===== src/rtl/fnd_pkg.sv =====
package fnd_pkg;
   localparam int FRAC_W  = 5;
   localparam int EXP_W   = 3;
   localparam int MAX_EXP = 5;

   // exponent codes above the largest modulus saturate to it
   function automatic logic [EXP_W-1:0] clamp_exp(input logic [EXP_W-1:0] e);
      return (e > EXP_W'(MAX_EXP)) ? EXP_W'(MAX_EXP) : e;
   endfunction
endpackage


===== src/rtl/fnd_cfg_shadow.sv =====
module fnd_cfg_shadow
   import fnd_pkg::*;
#(
   parameter int A_W = 5,
   parameter int M_W = 14
) (
   input  logic                 clk,
   input  logic                 rst,
   input  logic                 load,
   input  logic [M_W+A_W-1:0]   word_in,
   input  logic [EXP_W-1:0]     exp_in,
   output logic [EXP_W-1:0]     exp_nxt,
   output logic [M_W-1:0]       m_cur,
   output logic [A_W-1:0]       a_cur,
   output logic [EXP_W-1:0]     exp_cur
);
   assign exp_nxt = clamp_exp(exp_in);

   // settings are captured only at a cycle boundary or in reset
   always_ff @(posedge clk) begin
      if (rst || load) begin
         m_cur   <= word_in[M_W+A_W-1:A_W];
         a_cur   <= word_in[A_W-1:0];
         exp_cur <= exp_nxt;
      end
   end
endmodule


===== src/rtl/fnd_frac_acc.sv =====
module fnd_frac_acc
   import fnd_pkg::*;
(
   input  logic              clk,
   input  logic              rst,
   input  logic              step,
   input  logic [FRAC_W-1:0] num_in,
   input  logic [EXP_W-1:0]  exp_in,
   output logic [FRAC_W-1:0] acc_q,
   output logic              carry_q,
   output logic              carry_nxt
);
   logic [FRAC_W-1:0] mask;
   logic [FRAC_W:0]   sum;
   logic [FRAC_W:0]   modulus;

   for (genvar i = 0; i < FRAC_W; i++) begin : g_mask
      assign mask[i] = (EXP_W'(i) < exp_in);
   end

   assign modulus   = (FRAC_W+1)'(1) << exp_in;
   assign sum       = {1'b0, acc_q & mask} + {1'b0, num_in & mask};
   assign carry_nxt = (sum >= modulus);

   always_ff @(posedge clk) begin
      if (rst) begin
         acc_q   <= '0;
         carry_q <= 1'b0;
      end else if (step) begin
         acc_q   <= sum[FRAC_W-1:0] & mask;
         carry_q <= carry_nxt;
      end
   end
endmodule


===== src/rtl/fnd_swallow_cnt.sv =====
module fnd_swallow_cnt #(
   parameter int A_W = 5,
   parameter int M_W = 14
) (
   input  logic           clk,
   input  logic           rst,
   input  logic [M_W-1:0] m_cur,
   input  logic [A_W-1:0] a_cur,
   input  logic           carry,
   output logic [M_W-1:0] idx_q,
   output logic           mod_sel,
   output logic           tc
);
   logic [M_W:0] idx_inc;
   logic [A_W:0] a_eff;

   assign idx_inc = {1'b0, idx_q} + (M_W+1)'(1);
   // a main count of zero behaves as one so the cycle still ends
   assign tc      = (idx_inc >= {1'b0, m_cur});
   assign a_eff   = {1'b0, a_cur} + (A_W+1)'(carry);
   assign mod_sel = ({1'b0, idx_q} < (M_W+1)'(a_eff));

   always_ff @(posedge clk) begin
      if (rst || tc) idx_q <= '0;
      else           idx_q <= idx_inc[M_W-1:0];
   end
endmodule


===== src/rtl/fnd_divider_ctrl.sv =====
module fnd_divider_ctrl
   import fnd_pkg::*;
#(
   parameter int PRESCALE = 32,
   parameter int WORD_W   = 19
) (
   input  logic              pclk,
   input  logic              rst,
   input  logic [WORD_W-1:0] div_word,
   input  logic [FRAC_W-1:0] frac_num,
   input  logic [EXP_W-1:0]  frac_exp,
   output logic              mod_sel,
   output logic              div_pulse,
   output logic              cfg_err
);
   localparam int A_W = $clog2(PRESCALE);
   localparam int M_W = WORD_W - A_W;

   if ((PRESCALE < 2) || ((PRESCALE & (PRESCALE - 1)) != 0)) begin : g_bad_p
      $error("PRESCALE must be a power of two");
   end
   if (M_W < A_W) begin : g_bad_w
      $error("WORD_W too small for the prescaler modulus");
   end

   logic [M_W-1:0]    m_cur;
   logic [A_W-1:0]    a_cur;
   logic [EXP_W-1:0]  exp_cur;
   logic [EXP_W-1:0]  exp_nxt;
   logic [FRAC_W-1:0] acc_q;
   logic              carry_q;
   logic              carry_nxt;
   logic [M_W-1:0]    idx_q;
   logic              tc;
   logic              bad_cur;
   logic              err_q;

   fnd_cfg_shadow #(.A_W(A_W), .M_W(M_W)) u_cfg (
      .clk(pclk), .rst(rst), .load(tc),
      .word_in(div_word), .exp_in(frac_exp), .exp_nxt(exp_nxt),
      .m_cur(m_cur), .a_cur(a_cur), .exp_cur(exp_cur)
   );

   fnd_frac_acc u_acc (
      .clk(pclk), .rst(rst), .step(tc),
      .num_in(frac_num), .exp_in(exp_nxt),
      .acc_q(acc_q), .carry_q(carry_q), .carry_nxt(carry_nxt)
   );

   fnd_swallow_cnt #(.A_W(A_W), .M_W(M_W)) u_cnt (
      .clk(pclk), .rst(rst), .m_cur(m_cur), .a_cur(a_cur),
      .carry(carry_q), .idx_q(idx_q), .mod_sel(mod_sel), .tc(tc)
   );

   assign bad_cur = (m_cur == '0) ||
                    (((M_W+1)'(a_cur) + (M_W+1)'(carry_q)) > {1'b0, m_cur});

   always_ff @(posedge pclk) begin
      if (rst)          err_q <= 1'b0;
      else if (bad_cur) err_q <= 1'b1;
   end

   assign div_pulse = tc;
   assign cfg_err   = err_q;
endmodule


===== config.mk =====
export PLATFORM = sky130hd
export DESIGN_NAME = fnd_divider_ctrl
export DESIGN_NICKNAME = d
export VERILOG_FILES = /design/src/rtl/fnd_pkg.sv /design/src/rtl/fnd_cfg_shadow.sv /design/src/rtl/fnd_frac_acc.sv /design/src/rtl/fnd_swallow_cnt.sv /design/src/rtl/fnd_divider_ctrl.sv
export SDC_FILE = /design/constraint.sdc
export NUM_CORES = 1
export LEC_CHECK = 0
export ABC_AREA = 1
export BUFFER_PORTS_ARGS = -buffer_cell sky130_fd_sc_hd__buf_2
export CORE_UTILIZATION = 40
export DETAILED_ROUTE_END_ITERATION = 16
export GPL_ROUTABILITY_DRIVEN = 0
export PLACE_DENSITY_LB_ADDON = 0.1
export SYNTH_ARGS = -nofsm -noshare
export SYNTH_HDL_FRONTEND = slang
export SYNTH_SLANG_ARGS = --single-unit

===== constraint.sdc =====
create_clock -name pclk -period 3.5 [get_ports pclk]
set_clock_uncertainty 0.15 [all_clocks]
set_input_delay 0.175 -clock pclk [delete_from_list [all_inputs] [get_ports pclk]]
set_output_delay 0.175 -clock pclk [all_outputs]
set_load 0.02 [all_outputs]

* After elaboration in Yosys (flattened, before gate mapping)
Cells that the tools add are included.
** Word-level totals
- Bits in registers :: 40
- Bits in latches :: 0
- Memory bits (writable) :: 0
- Memory bits (read-only) :: 0
- Input port bits :: 29
- Output and inout port bits :: 3
- Logic and storage cells :: 28
- Memories kept :: 0
** Cells by class
- Add/subtract/negate cells :: 4
- $mul :: 0
- Div/mod/pow operators :: 0
- Order comparisons :: 10
- Equal/unequal tests :: 0
- Shifts and indexed selects :: 1
- Multiplexer cells :: 1
- Bitwise operators :: 3
- Reductions and logical operators :: 3
** Operators with widths (number)
- adder 14 x 1 -> 15 bit (second input constant) :: 1
- AND 5 bit :: 3
- greater-or-equal comparator 15 x 14 -> 1 bit :: 1
- greater-than comparator 6 x 14 -> 1 bit :: 1
- logical NOT 14 bit :: 1
- < comparator 14 x 6 -> 1 bit :: 1
- adder 5 x 1 -> 6 bit :: 2
- adder 5 x 5 -> 6 bit :: 1
- greater-or-equal comparator 6 bit :: 1
- < comparator 1 x 3 -> 1 bit (first input constant) :: 2
- < comparator 2 x 3 -> 1 bit (first input constant) :: 2
- << shifter 1 x 3 -> 6 bit (first input constant) :: 1
- greater-than comparator 3 bit (second input constant) :: 1
- < comparator 3 bit (first input constant) :: 1
- 2-to-1 mux 3 bit :: 1
- logical OR 1 bit :: 2

* Logic depth before layout (Yosys ltp)
- Depth in word-level cells :: 6
- Gate-level depth with buffers :: 19
- Depth with buffers taken out :: 19

* Modules after synthesis
From an unflattened synthesis, not the netlist that was laid out.
** Unflattened totals
- Cells, all modules :: 409
- Area, all modules :: 3121.7 um2
** Modules (own cells, without submodules)
- fnd_swallow_cnt :: instances 1, cells an instance 191, area an instance 1326.3 um2, seq. area each 280.3 um2
- fnd_frac_acc :: instances 1, cells an instance 120, area an instance 716.9 um2, seq. area each 120.1 um2
- fnd_cfg_shadow :: instances 1, cells an instance 31, area an instance 694.4 um2, seq. area each 660.6 um2
- fnd_divider_ctrl :: instances 1, cells an instance 67, area an instance 384.1 um2, seq. area each 20.0 um2

* Worst setup path before layout
Ideal clock, no wire load.
- Path type :: reg-to-reg
- From :: register u_cnt.idx_q[0]
- To :: register u_cfg.a_cur[0] (enable)
- Setup time :: 322 ps
- Arrival :: 2600 ps
- Data required time :: 3028 ps
- Setup slack :: 428 ps
- Cell stages (with the launch flop) :: 18
- Path buffers :: 1
- Period minus slack after synthesis :: 3072 ps
- Cell sequence :: dfxtp_1 -> ha_1 -> nand2_1 -> nor2_2 -> nand2_2 -> nor2_1 -> nand2_1 -> nor2_1 -> xor2_1 -> inv_1 -> ha_1 -> nand2_1 -> nor2_1 -> nand3_1 -> nand2_1 -> nand2_1 -> nand4_4 -> buf_6
** On the way
- Word-level cells in the longest chain between the ends :: 3
** Ends and longest elaborated chain
- start, declared :: line fnd_swallow_cnt.sv:10 : output logic [M_W-1:0] idx_q,
- start signal, assigned :: line fnd_swallow_cnt.sv:25 : else idx_q <= idx_inc[M_W-1:0];
- adder 14 x 1 -> 15 bit :: line fnd_swallow_cnt.sv:17 : assign idx_inc = {1'b0, idx_q} + (M_W+1)'(1);
- via u_cnt.idx_inc[10] :: line fnd_swallow_cnt.sv:14 : logic [M_W:0] idx_inc;
- greater-or-equal comparator 15 x 14 -> 1 bit :: line fnd_swallow_cnt.sv:19 : assign tc = (idx_inc >= {1'b0, m_cur});
- logical OR 1 bit :: line fnd_cfg_shadow.sv:21 : if (rst || load) begin
- end signal, assigned :: line fnd_cfg_shadow.sv:23 : a_cur <= word_in[A_W-1:0];
- end, declared :: line fnd_cfg_shadow.sv:14 : output logic [A_W-1:0] a_cur,
The timed path passes the listed nets, and every way through them passes these cells.
A chain may end at the register's enable or synchronous reset.

* Worst setup path in the final report
- From :: register u_cnt.idx_q[0]
- To :: output div_pulse
** On the way
- Word-level cells in the longest chain between the ends :: 2
** Ends and longest elaborated chain
- adder 14 x 1 -> 15 bit :: line fnd_swallow_cnt.sv:17
- via u_cnt.idx_inc[10] :: line fnd_swallow_cnt.sv:14
- greater-or-equal comparator 15 x 14 -> 1 bit :: line fnd_swallow_cnt.sv:19
- end, declared :: line fnd_divider_ctrl.sv:13 : output logic div_pulse,
The timed path passes the listed nets, and every way through them passes these cells.

==> metrics.md <==
| Metric | Value |
|---|---|
| Max Buffers Root-to-Sink | `2` |
| Vias in the first global route | `around 2.3k` |
| Design Power | `0.000958 W` |
| Setup slack, reg-to-reg | `0.33 ns` |
| Layout area overhead | `21.4%` |
| # rows | `30` |
| CP Buf/Inv Count | `2` |
| Met3 routed WL | `172 µm` |
| Layout Nets | `499` |
| Yosys warns | `0` |
| Synth cell types | `31` |
| Yosys reg bits | `40` |
| Final setup TNS | `0 ns` |
| Crit path launch | `u_cnt.idx_q[0]$_SDFF_PP0_` |
| Part of the cycle the worst path needs | `0.913` |
| Crit-path cells | `ha_1 -> nand2_1 -> nor2_4 -> nand2_2 -> nor2_2 -> nand2_1 -> nor2_1 -> xor2_1 -> inv_1 -> ha_1 -> nand2_1 -> nor2_1 -> nand2_1 -> nor2_2 -> nand2_4 -> nand3_4 -> buf_2` |
| Max-slew violations | `0` |
| Sequential share of the synthesized area | `0.349` |
| Worst EP required | `3.17 ns` |
| Port bufs | `31` |
| Worst setup endpoint | `div_pulse` |
| Most used DFF post-synth | `dfxtp_1` |
| Arr. time, crit path | `roughly 2.9 ns` |
| Dpl hpwl | `4720 µm` |
| Mapped cell area | `about 0.0028 mm²` |
| DIE AREA | `0.00745 mm²` |
| Maximum fanout along the worst path | `5` |
| Diodes inserted | `0` |
| Worst r2r src | `u_cnt.idx_q[0]$_SDFF_PP0_` |
| Ys async rst share | `0` |
| MaxCap Viol Count | `0` |
| RSZ-0062 raised after global routing | `false` |
| Status | `finished clean` |
| Layout fillers | `710` |
| # DRC | `0` |
| Max frequency | `313 MHz` |
| Wirelength, routed | `a little under 6000 µm` |
| Slew HR | `0.688` |
| Largest net degree at the start of global routing | `25` |
| Static leakage | `1.82 nW` |
| CTS sink count | `40` |
| Pwr/cell area | `approximately 280 mW/mm²` |
| First-pass GRT wire length | `between 10000 and 15000 µm` |
| Syn_nets | `437` |
| Inserted Clock Buffers | `5` |
| Highest routed metal layer | `met4` |
| Worst Setup End Kind | `output port` |
| Area occupied by multi-input gates | `0.00156 mm²` |
| Drt wl/cell | `between 10 and 15 µm` |
| Fin crit period | `around 3.2 ns` |
| Ports | `32` |
| Biggest cell delay along the critical path | `0.37 ns` |
| Slowest-stage cell, CP | `dfxtp_2` |
| Antenna violations before repair | `0` |
| CTS H-Tree Depth | `2` |
| Hold depth | `5` |
| Met2 WL | `2660 µm` |
| Final hold violation count | `0` |
| Drt first pass iters | `4` |
| Layout cells sized above 1 | `0.155` |
| Reg2Reg Depth | `17` |
| Reg2reg end | `u_cfg.m_cur[4]$_DFFE_PP_` |
| EDFF count, synth | `19` |
| Initial DRC count | `67` |
| Worst-Margin Slew | `0.465 ns` |
| WS Path Type | `flip-flop to output port` |
| Critical path's top delay family | `simple AND/OR/NAND/NOR gates` |
| CTS Root Cell | `clkbuf_8` |
| Register area | `992 µm²` |
| GRT overflow | `0` |
| Worst hold path class | `primary input to flip-flop` |
| Cell mode on critical path | `nand2_1` |
| CORE AREA | `0.00683 mm²` |
| Stages on worst setup path | `17` |
| Initial Util | `0.416` |
| Endpoints failing setup | `0` |
| Worst vdd ir | `between 0.15 and 0.2 mV` |
| Clk_lat worst skew | `0.29 ns` |
| Vias per cell | `4.51` |
| DR vias | `between 2k and 2.5k` |
| Met1 wire length | `~3000 µm` |
| Die height | `86.3 µm` |
| CTS tree | `done` |
| Syn avg cell area | `7.72 µm²` |
| CP Launch Type | `flip-flop` |
| Clock transition at the registers of the reported paths | `~0.080 ns` |
| Post-route ant nets | `0` |
| Overall Global Routing Usage | `0.179` |
| DIE WIDTH | `86.3 µm` |
| Syn Inst Count | `368` |
cell families (layout without fill, tap and decap cells):
family                     after synthesis  count (layout)  share of synthesized area
AOI/OAI and AO/OA                       28              28                     0.0590
buffers and inverters                   79             142                      0.107
adders and majority gates               40              40                      0.179
xor gates and xnor gates                 9               9                     0.0277
DFF                                     40              40                      0.349
and+or+nand+nor                        172             172                      0.279
worst min path at each step:
stage | from | endpoint | slack, ns
finish | frac_exp[2] | u_acc.acc_q[3]$_SDFFE_PP0P_ | 0.13
global route | rst | cfg_err$_SDFFE_PP0P_ | 0.15
CTS | frac_exp[2] | u_acc.acc_q[3]$_SDFFE_PP0P_ | 0.11
floorplan | div_word[0] | u_cfg.a_cur[0]$_DFFE_PP_ | 0.12
detailed placement | div_word[0] | u_cfg.a_cur[0]$_DFFE_PP_ | 0.20
global placement | div_word[6] | u_cfg.m_cur[1]$_DFFE_PP_ | 0.20
sequential cells by signal, summed over array words and instances, names as in the netlist:
name           flops
u_cfg.a_cur        5
u_cfg.m_cur       14
u_acc.acc_q        5
u_cnt.idx_q       14
u_acc.carry_q      1
cfg_err            1
stage by stage:
stage / hold WS, ns / instances / setup WS, ns / instance area (µm²) / utilization
after floorplan: 0.124 / 368 / 0.428 / 2840 / -
final: 0.128 / 527 / 0.303 / 3450 / 0.505
after CTS: 0.110 / 524 / 0.00687 / 3420 / 0.500
after global routing: 0.146 / 527 / 0.0115 / 3450 / 0.505
after detailed placement: 0.203 / 497 / 0.147 / 3150 / 0.460
after global placement: 0.202 / 497 / 0.229 / 3150 / 0.460
report_power, final:
group	internal [W]	switching (W)	total, W
Clock	0.000140	0.000158	0.000298
Sequential	0.000506	0.00000852	0.000515
Combinational	0.0000673	0.0000778	0.000145
worst reg2reg max path, stage by stage (launching register included):
cell,delay [ns]
dfxtp_2,0.37
ha_1,0.17
nand2_1,0.10
nor2_4,0.13
nand2_2,0.10
nor2_2,0.15
nand2_1,0.09
nor2_1,0.12
xor2_1,0.21
inv_1,0.07
ha_1,0.29
nand2_1,0.07
nor2_1,0.15
nand3_1,0.09
nand2_1,0.08
nand2_2,0.11
nand4_4,0.20
buf_12,0.21
cell type report:
| cell class | instances | area share |
|---|---|---|
| multi-input combinational | 249 | 0.451 |
| sequential | 40 | 0.288 |
| tap | 96 | 0.0348 |
| clock buffer | 7 | 0.0221 |
| clock inverter | 1 | 0.00145 |
| timing repair buffer | 57 | 0.119 |
| inverter | 77 | 0.0838 |
what timing repair did:
item,CTS,global route
resized for setup,0,4
buffers inserted,0,3
endpoints found under the hold margin,19,0
hold buffers,19,0
setup endpoints to repair,0,27
Yosys cell counts, types with 2 or more instances:
master,number,area share
o211ai_1,2,0.0053
a21oi_1,12,0.021
nor4_1,3,0.0066
nand3_1,15,0.026
o21ai_0,4,0.0070
nor2_1,45,0.059
xor2_1,8,0.025
inv_1,77,0.10
o21a_1,2,0.0053
nor3_1,7,0.012
o21bai_1,5,0.013
edfxtp_1,19,0.20
nand4_1,8,0.018
nor2_2,13,0.029
a21o_1,2,0.0053
nand2_1,72,0.095
nand2_2,2,0.0044
ha_1,39,0.17
dfxtp_1,21,0.15
layer usage:
metal,vias up,global-route usage
met5,-,0
met4,0,0.0576
met3,10,0.0314
met2,34,0.299
met1,1039,0.234
li1,1293,-
placed cells by master, fill, tap and decap left out, types with 2 or more instances in the layout:
cell	count
inv_1	77
nand2_1	71
nor2_1	44
ha_1	39
buf_2	31
dfxtp_1	20
dlygate4sd3_1	19
edfxtp_1	19
nand3_1	15
nor2_2	13
a21oi_1	12
xor2_1	8
nand4_1	8
nor3_1	7
buf_4	6
o21bai_1	5
clkbuf_8	5
o21ai_0	4
nand2_2	3
nor4_1	3
nor2_4	2
a21o_1	2
o21a_1	2
o211ai_1	2
clkbuf_1	2
Note: power is estimated with default switching activity, not from simulation.
